<file path="config.mk">
export PLATFORM = sky130hd
export DESIGN_NAME = eewr_target
export DESIGN_NICKNAME = d
export VERILOG_FILES = /design/src/rtl/eewr_pkg.sv /design/src/rtl/eewr_bus_sync.sv /design/src/rtl/eewr_page_buf.sv /design/src/rtl/eewr_mem.sv /design/src/rtl/eewr_target.sv
export SDC_FILE = /design/constraint.sdc
export NUM_CORES = 2
export LEC_CHECK = 0
export BUFFER_PORTS_ARGS = -buffer_cell sky130_fd_sc_hd__buf_2
export CAP_MARGIN = 20
export CORE_ASPECT_RATIO = 0.7
export CORE_MARGIN = 3
export CORE_UTILIZATION = 55
export CTS_BUF_LIST = sky130_fd_sc_hd__clkbuf_4
export CTS_CLUSTER_DIAMETER = 80
export DETAILED_ROUTE_END_ITERATION = 7
export PLACE_DENSITY = 0.79
export SLEW_MARGIN = 30
export SYNTH_ARGS = -nofsm -noshare
export SYNTH_HDL_FRONTEND = slang
export SYNTH_SLANG_ARGS = --single-unit
</file>
<file path="constraint.sdc">
create_clock -name clk -period 2.2 [get_ports clk]
set_input_delay 0.11 -clock clk [delete_from_list [all_inputs] [get_ports clk]]
set_output_delay 0.11 -clock clk [all_outputs]
set_load 0.005 [all_outputs]
</file>
<file path="src/rtl/eewr_pkg.sv">
package eewr_pkg;
   typedef enum logic [2:0] {
      ST_IDLE,
      ST_SEL,
      ST_AHI,
      ST_ALO,
      ST_DATA,
      ST_BUSY
   } eewr_state_t;
endpackage

</file>
<file path="src/rtl/eewr_bus_sync.sv">
module eewr_bus_sync #(
   parameter int SYNC_STAGES = 2
) (
   input  logic clk,
   input  logic rst_n,
   input  logic scl_i,
   input  logic sda_i,
   output logic scl_s,
   output logic sda_s,
   output logic scl_rise,
   output logic scl_fall,
   output logic start_det,
   output logic stop_det
);
   logic [SYNC_STAGES-1:0] scl_q, sda_q;
   logic                   scl_d, sda_d;

   if (SYNC_STAGES < 2) begin : g_bad_sync
      $error("SYNC_STAGES must be at least 2");
   end

   always_ff @(posedge clk or negedge rst_n) begin
      if (!rst_n) begin
         scl_q <= '1;
         sda_q <= '1;
         scl_d <= 1'b1;
         sda_d <= 1'b1;
      end else begin
         scl_q <= {scl_q[SYNC_STAGES-2:0], scl_i};
         sda_q <= {sda_q[SYNC_STAGES-2:0], sda_i};
         scl_d <= scl_q[SYNC_STAGES-1];
         sda_d <= sda_q[SYNC_STAGES-1];
      end
   end

   assign scl_s     = scl_q[SYNC_STAGES-1];
   assign sda_s     = sda_q[SYNC_STAGES-1];
   assign scl_rise  = scl_s & ~scl_d;
   assign scl_fall  = ~scl_s & scl_d;
   assign start_det = scl_s & scl_d & sda_d & ~sda_s;
   assign stop_det  = scl_s & scl_d & ~sda_d & sda_s;
endmodule

</file>
<file path="src/rtl/eewr_page_buf.sv">
module eewr_page_buf #(
   parameter int PAGE_BYTES = 32,
   parameter int PW         = $clog2(PAGE_BYTES)
) (
   input  logic                    clk,
   input  logic                    rst_n,
   input  logic                    clear,
   input  logic                    wr_en,
   input  logic [PW-1:0]           wr_idx,
   input  logic [7:0]              wr_data,
   output logic [PAGE_BYTES*8-1:0] data_o,
   output logic [PAGE_BYTES-1:0]   valid_o
);
   for (genvar g = 0; g < PAGE_BYTES; g++) begin : g_lane
      logic [7:0] lane_q;
      logic       lane_v;

      always_ff @(posedge clk or negedge rst_n) begin
         if (!rst_n) begin
            lane_q <= '0;
            lane_v <= 1'b0;
         end else if (clear) begin
            lane_v <= 1'b0;
         end else if (wr_en && (wr_idx == PW'(g))) begin
            lane_q <= wr_data;
            lane_v <= 1'b1;
         end
      end

      assign data_o[g*8 +: 8] = lane_q;
      assign valid_o[g]       = lane_v;
   end
endmodule

</file>
<file path="src/rtl/eewr_mem.sv">
module eewr_mem #(
   parameter int MEM_DEPTH  = 256,
   parameter int PAGE_BYTES = 32,
   parameter int AW         = $clog2(MEM_DEPTH),
   parameter int PW         = $clog2(PAGE_BYTES)
) (
   input  logic                    clk,
   input  logic                    rst_n,
   input  logic                    commit,
   input  logic [AW-PW-1:0]        row,
   input  logic [PAGE_BYTES*8-1:0] page_data,
   input  logic [PAGE_BYTES-1:0]   page_valid,
   input  logic [AW-1:0]           rd_addr,
   output logic [7:0]              rd_data
);
   logic [7:0] mem_q [MEM_DEPTH];

   always_ff @(posedge clk or negedge rst_n) begin
      if (!rst_n) begin
         for (int i = 0; i < MEM_DEPTH; i++) mem_q[i] <= '0;
      end else if (commit) begin
         for (int i = 0; i < PAGE_BYTES; i++) begin
            if (page_valid[i]) mem_q[{row, PW'(i)}] <= page_data[i*8 +: 8];
         end
      end
   end

   assign rd_data = mem_q[rd_addr];
endmodule

</file>
<file path="src/rtl/eewr_target.sv">
module eewr_target
   import eewr_pkg::*;
#(
   parameter logic [6:0] DEV_ADDR    = 7'h50,
   parameter int         MEM_DEPTH   = 256,
   parameter int         PAGE_BYTES  = 32,
   parameter int         WCYC_CLKS   = 400,
   parameter int         SYNC_STAGES = 2
) (
   input  logic                         clk,
   input  logic                         rst_n,
   input  logic                         scl_i,
   input  logic                         sda_i,
   output logic                         sda_oe_o,
   input  logic                         wc_i,
   output logic                         busy_o,
   output logic [$clog2(MEM_DEPTH)-1:0] ptr_o,
   input  logic [$clog2(MEM_DEPTH)-1:0] rd_addr_i,
   output logic [7:0]                   rd_data_o
);
   localparam int AW = $clog2(MEM_DEPTH);
   localparam int PW = $clog2(PAGE_BYTES);
   localparam int CW = $clog2(WCYC_CLKS + 1);

   if (MEM_DEPTH != (1 << AW) || AW > 16) begin : g_bad_depth
      $error("MEM_DEPTH must be a power of two no larger than 65536");
   end
   if (PAGE_BYTES < 2 || PAGE_BYTES != (1 << PW)) begin : g_bad_page
      $error("PAGE_BYTES must be a power of two of at least 2");
   end
   if (MEM_DEPTH <= PAGE_BYTES) begin : g_bad_rows
      $error("MEM_DEPTH must hold at least two pages");
   end
   if (WCYC_CLKS < 1) begin : g_bad_wcyc
      $error("WCYC_CLKS must be at least 1");
   end

   logic scl_s, sda_s, scl_rise, scl_fall, start_det, stop_det;

   eewr_bus_sync #(.SYNC_STAGES(SYNC_STAGES)) u_sync (
      .clk      (clk),
      .rst_n    (rst_n),
      .scl_i    (scl_i),
      .sda_i    (sda_i),
      .scl_s    (scl_s),
      .sda_s    (sda_s),
      .scl_rise (scl_rise),
      .scl_fall (scl_fall),
      .start_det(start_det),
      .stop_det (stop_det)
   );

   eewr_state_t   state;
   logic [7:0]    shreg, hi_q;
   logic [3:0]    bitcnt;
   logic          in_ack, oe_q, blocked, have_data;
   logic [AW-1:0] ptr;
   logic [CW-1:0] wcnt;

   logic hdr_phase, byte_done, ack_end, sel_ok, commit, stop_commit;
   logic buf_clr, buf_we;

   assign hdr_phase   = (state == ST_SEL) || (state == ST_AHI) || (state == ST_ALO);
   assign byte_done   = scl_fall && !in_ack && (bitcnt == 4'd8)
                        && (state != ST_IDLE) && (state != ST_BUSY);
   assign ack_end     = scl_fall && in_ack;
   assign sel_ok      = (shreg[7:1] == DEV_ADDR) && !shreg[0];
   assign commit      = (state == ST_BUSY) && (wcnt == CW'(1));
   assign stop_commit = (state == ST_DATA) && !in_ack && (bitcnt == 4'd1)
                        && have_data && !blocked;
   assign buf_clr     = start_det && (state != ST_BUSY);
   assign buf_we      = byte_done && (state == ST_DATA) && !blocked;

   always_ff @(posedge clk or negedge rst_n) begin
      if (!rst_n) begin
         state     <= ST_IDLE;
         shreg     <= '0;
         hi_q      <= '0;
         bitcnt    <= '0;
         in_ack    <= 1'b0;
         oe_q      <= 1'b0;
         blocked   <= 1'b0;
         have_data <= 1'b0;
         ptr       <= '0;
         wcnt      <= '0;
      end else if (state == ST_BUSY) begin
         if (commit) state <= ST_IDLE;
         else        wcnt  <= wcnt - CW'(1);
      end else if (start_det) begin
         state     <= ST_SEL;
         bitcnt    <= '0;
         in_ack    <= 1'b0;
         oe_q      <= 1'b0;
         blocked   <= wc_i;
         have_data <= 1'b0;
      end else if (stop_det) begin
         bitcnt <= '0;
         in_ack <= 1'b0;
         oe_q   <= 1'b0;
         if (stop_commit) begin
            state <= ST_BUSY;
            wcnt  <= CW'(WCYC_CLKS);
         end else begin
            state <= ST_IDLE;
         end
      end else if (state != ST_IDLE) begin
         if (wc_i && hdr_phase) blocked <= 1'b1;
         if (scl_rise && !in_ack && (bitcnt != 4'd8)) begin
            shreg  <= {shreg[6:0], sda_s};
            bitcnt <= bitcnt + 4'd1;
         end
         if (byte_done) begin
            bitcnt <= '0;
            in_ack <= 1'b1;
            case (state)
               ST_SEL: begin
                  if (sel_ok) begin
                     oe_q <= 1'b1;
                  end else begin
                     state  <= ST_IDLE;
                     in_ack <= 1'b0;
                  end
               end
               ST_AHI: begin
                  hi_q <= shreg;
                  oe_q <= 1'b1;
               end
               ST_ALO: begin
                  ptr  <= AW'({hi_q, shreg});
                  oe_q <= 1'b1;
               end
               ST_DATA: begin
                  if (!blocked) begin
                     ptr       <= {ptr[AW-1:PW], ptr[PW-1:0] + PW'(1)};
                     have_data <= 1'b1;
                     oe_q      <= 1'b1;
                  end
               end
               default: ;
            endcase
         end
         if (ack_end) begin
            oe_q   <= 1'b0;
            in_ack <= 1'b0;
            case (state)
               ST_SEL:  state <= ST_AHI;
               ST_AHI:  state <= ST_ALO;
               ST_ALO:  state <= ST_DATA;
               default: ;
            endcase
         end
      end
   end

   logic [PAGE_BYTES*8-1:0] page_data;
   logic [PAGE_BYTES-1:0]   page_valid;

   eewr_page_buf #(.PAGE_BYTES(PAGE_BYTES), .PW(PW)) u_page (
      .clk    (clk),
      .rst_n  (rst_n),
      .clear  (buf_clr),
      .wr_en  (buf_we),
      .wr_idx (ptr[PW-1:0]),
      .wr_data(shreg),
      .data_o (page_data),
      .valid_o(page_valid)
   );

   eewr_mem #(.MEM_DEPTH(MEM_DEPTH), .PAGE_BYTES(PAGE_BYTES), .AW(AW), .PW(PW)) u_mem (
      .clk       (clk),
      .rst_n     (rst_n),
      .commit    (commit),
      .row       (ptr[AW-1:PW]),
      .page_data (page_data),
      .page_valid(page_valid),
      .rd_addr   (rd_addr_i),
      .rd_data   (rd_data_o)
   );

   assign sda_oe_o = oe_q;
   assign busy_o   = (state == ST_BUSY);
   assign ptr_o    = ptr;
endmodule

</file>
==> summary.txt <==
Timing
  • Setup ws final: -1.56 ns
  • Worst rel slew slack: 19.0%
  • RSZ-0062 raised after global routing: yes
  • Setup Skew: 0.138 ns
  • Tcrit/Tclk final: 171%
  • Slew @ Worst Pin: 1.22 ns
  • Endpoints failing setup: 2232
  • Hold WS: 0.166 ns
  • Final Hold Violating Endpoints: 0
  • Final Critical Period: 3.76 ns
  • Final Slew Violations: 0
  • Fmax: 266 MHz

Floorplanning
  • Die ar.: 0.199 mm2
  • Die height: 374 um
  • Die X: 532 um
  • Num rows: 134
  • Io pins: 31
  • Starting Density: 55.6%
  • Core area: 0.192 mm2

Synth
  • Ys flop type: dfrtp_1
  • Yosys cell types: 79
  • Mapped Area: 0.107 mm2
  • Area contributors post-synth: dfrtp_1, mux2_1, mux4_2, mux2_2, nand2_4
  • Post-synth EDFFs: 0
  • Syn Nets: 6625
  • Post-synthesis cell count: 6601
  • Ys Warns: 0
  • Synth top area share: 55.7%
  • Synth Register Bits: 2378
  • Sequential fraction of the synthesis area: 55.9%
  • Dominant cell type by area after synthesis: dfrtp_1
  • Count leader, synth: dfrtp_1
  • Synth top cells by count: dfrtp_1, mux2_1, mux2_2, mux4_2, nand2_4
  • Avg Cell Area, Syn: 16.1 um2
  • Ys async rst share: 100%

Worst setup path
  • CP Cell Sequence: mux2i_1 -> nor2_1 -> a211oi_2 -> a31oi_1 -> a211oi_4 -> nor4_4 -> buf_2
  • Worst path slowest cell: a211oi_2
  • Worst R2R Start: wcnt[1]
  • Worst Path Max Fanout: 2
  • CP Launch Type: flip-flop
  • Required time of the critical path: 2.09 ns
  • Worst Path Arrival: 3.65 ns
  • Worst setup EP type: primary output
  • Crit path kind: flip-flop to primary output
  • Max incr delay on CP: 0.55 ns
  • Launch point of the worst path: u_mem.mem_q[592]

Min path
  • Worst hold-check path type: input port to flip-flop
  • Hold path startpoint: sda_i

Routing
  • WL/cell: 38.3 um
  • Vias per std cell: 6.75
  • 1st-iter DRT viols: 8642
  • Vias: 72600
  • Final ANT Viol Nets: 0
  • DR pass1 iterations: 6
  • # DRC: 0
  • Detailed Route WL: 412000 um

Power and ir drop
  • Switching part of the total: 27.3%
  • Net Switching: 23800 uW
  • Part of the power in the clock network: 41.2%
  • Worst vdd ir: 0.00105 V
  • Reg power frac: 50.5%
  • Pint: 63400 uW
  • P_leak: 0.0662 uW
  • Power share of the combinational group: 8.3%
  • Pwr/cell area: 667 mW/mm2

Place
  • Port bufs: 30
  • Dpl ws: -1.81 ns
  • Dpl hpwl: 284000 um
  • Gpl congestion: 1.07

Run status
  • Status: finished, violations left
  • Failing checks: negative setup slack

GRT
  • Gr usage total: 40.5%
  • Residual overflow from global routing: 0
  • First-pass GRT wire length: 567000 um
  • Largest net degree at the start of global routing: 129
  • Initial antenna violation count: 40
  • Vias in the first global route: 73600

Cells and area
  • Fraction of layout cells with a size suffix above 1: 54.2%
  • Layout Nets: 7802
  • Syn-to-layout area delta: 22.8%

CTS
  • CTS sink count: 2378
  • Total number of H-tree levels: 6
  • CTS tree: built
  • Worst-path clk slew: 0.08 ns
  • Clock buffer depth: 4
  • Num CTS Buffers: 580
  • CTS Root Cell: clkbuf_4
  • Clock Latency Late Sink: 1.35 ns

Flow run
  • Max-Cap Viols: 0
-- worst paths after layout --
check                      slack (ns)           endpoint  depth (start not counted)
setup / recovery                -1.56       rd_data_o[0]                          7
hold / removal                   0.17    u_sync.sda_q[0]                          3
setup reg to reg                -0.37  u_mem.mem_q[1302]                         11
hold reg to reg                  0.37    u_sync.sda_q[1]                          0
max in group asynchronous        0.39   u_mem.mem_q[292]                          7
min in group asynchronous        0.52  u_mem.mem_q[1892]                          5
-- kinds of logic (layout without fill, tap and decap cells) --
| logic type | Yosys count | in the layout | share of synthesized area, % |
|---|---|---|---|
| AO/OA/AOI/OAI | 445 | 445 | 3.10 |
| XOR/XNOR | 7 | 7 | 0.0575 |
| adder cells (fa/ha/maj) | 11 | 11 | 0.129 |
| buffers and inverters | 313 | 1858 | 1.73 |
| flip-flops | 2378 | 2378 | 55.9 |
| multiplexers | 2916 | 2916 | 35.6 |
| other | 0 | 27 | 0 |
| AND/OR/NAND/NOR | 531 | 531 | 3.58 |
-- final cells by class --
type / instances / area [um2]
Clock buffer: 798 / 5990
Tap cell: 2584 / 3230
Fill cell: 12500 / 60800
Antenna cell: 27 / 67.6
Inverter: 15 / 56.3
Sequential cell: 2378 / 59500
Multi-Input combinational cell: 3910 / 51500
Timing Repair Buffer: 893 / 9640
Clock inverter: 152 / 802
-- repair_timing --
item	in CTS	in global routing
gates resized for setup	870	579
gates cloned	5	3
setup endpoints to repair	2305	2313
buffers inserted	37	30
endpoints found under the hold margin	2381	0
pin swaps	77	66
hold buffers	10	0
-- critical path, delay by kind of cell (launching register included) --
family | cells | cell delay [ns]
compound gates | 3 | 1.21
flops | 1 | 0.40
mux | 1 | 0.37
simple gates | 2 | 0.24
buf+inv | 1 | 0.15
-- metal layers --
metal	vias to the layer above	share of wire, %	track usage [%]
li1	27800	-	-
met1	39000	39	55.8
met2	4929	40	53.1
met3	893	16	22.4
met4	14	4.4	15.5
met5	-	0.16	1.75
-- sequential cells by signal (all words and copies together) (netlist names), 3 cells and up --
| signal | flops |
|---|---|
| ptr_o | 8 |
| bitcnt | 4 |
| state | 3 |
| wcnt | 9 |
| u_mem.mem_q | 2048 |
| u_page.g_lane.lane_v | 32 |
| shreg | 8 |
| u_page.g_lane.lane_q | 256 |
-- metrics by stage --
stage | power, uW | std cells | TNS [ns] | cell area [um2] | util (%)
4_1_cts | 86900 | 10700 | -396.02 | 128000 | 66.8
6_report | 87300 | 10800 | -377.78 | 131000 | 68.3
3_3_place_gp | 51400 | 9716 | -449.88 | 116000 | 60.7
3_5_place_dp | 51600 | 9717 | -549.06 | 116000 | 60.8
5_1_grt | 90100 | 10700 | -568.00 | 131000 | 68.3
2_1_floorplan | 47300 | 6601 | 0 | 107000 | -
-- power by group through the flow --
stage	combinational, uW	clock (uW)	sequential (uW)
after floorplan	2380	0	44900
after global placement	6570	0	44900
after detailed placement	6700	0	44900
after CTS	6960	35900	44100
after global routing	7510	38500	44100
final	7280	35900	44100
-- placed cells by master (no fill, tap or decap), drive strengths merged, types with 9 or more instances in the layout --
master          n
nand3          35
a211oi         26
a21o           19
a221oi         50
clkinv        122
clkbuf        801
a21oi          66
a22oi          50
nand2         340
dfrtp        2372
a31oi          12
o22ai          40
nor3           14
diode          27
nand2b         11
mux2i         120
o21ai          34
a22o           51
nor4           13
nor2           52
nor2b          11
o32ai          12
dlygate4sd3     9
ha             11
inv            32
mux4          461
mux2         2335
o221ai         37
buf           880
Power figures use the tool's default switching activity.
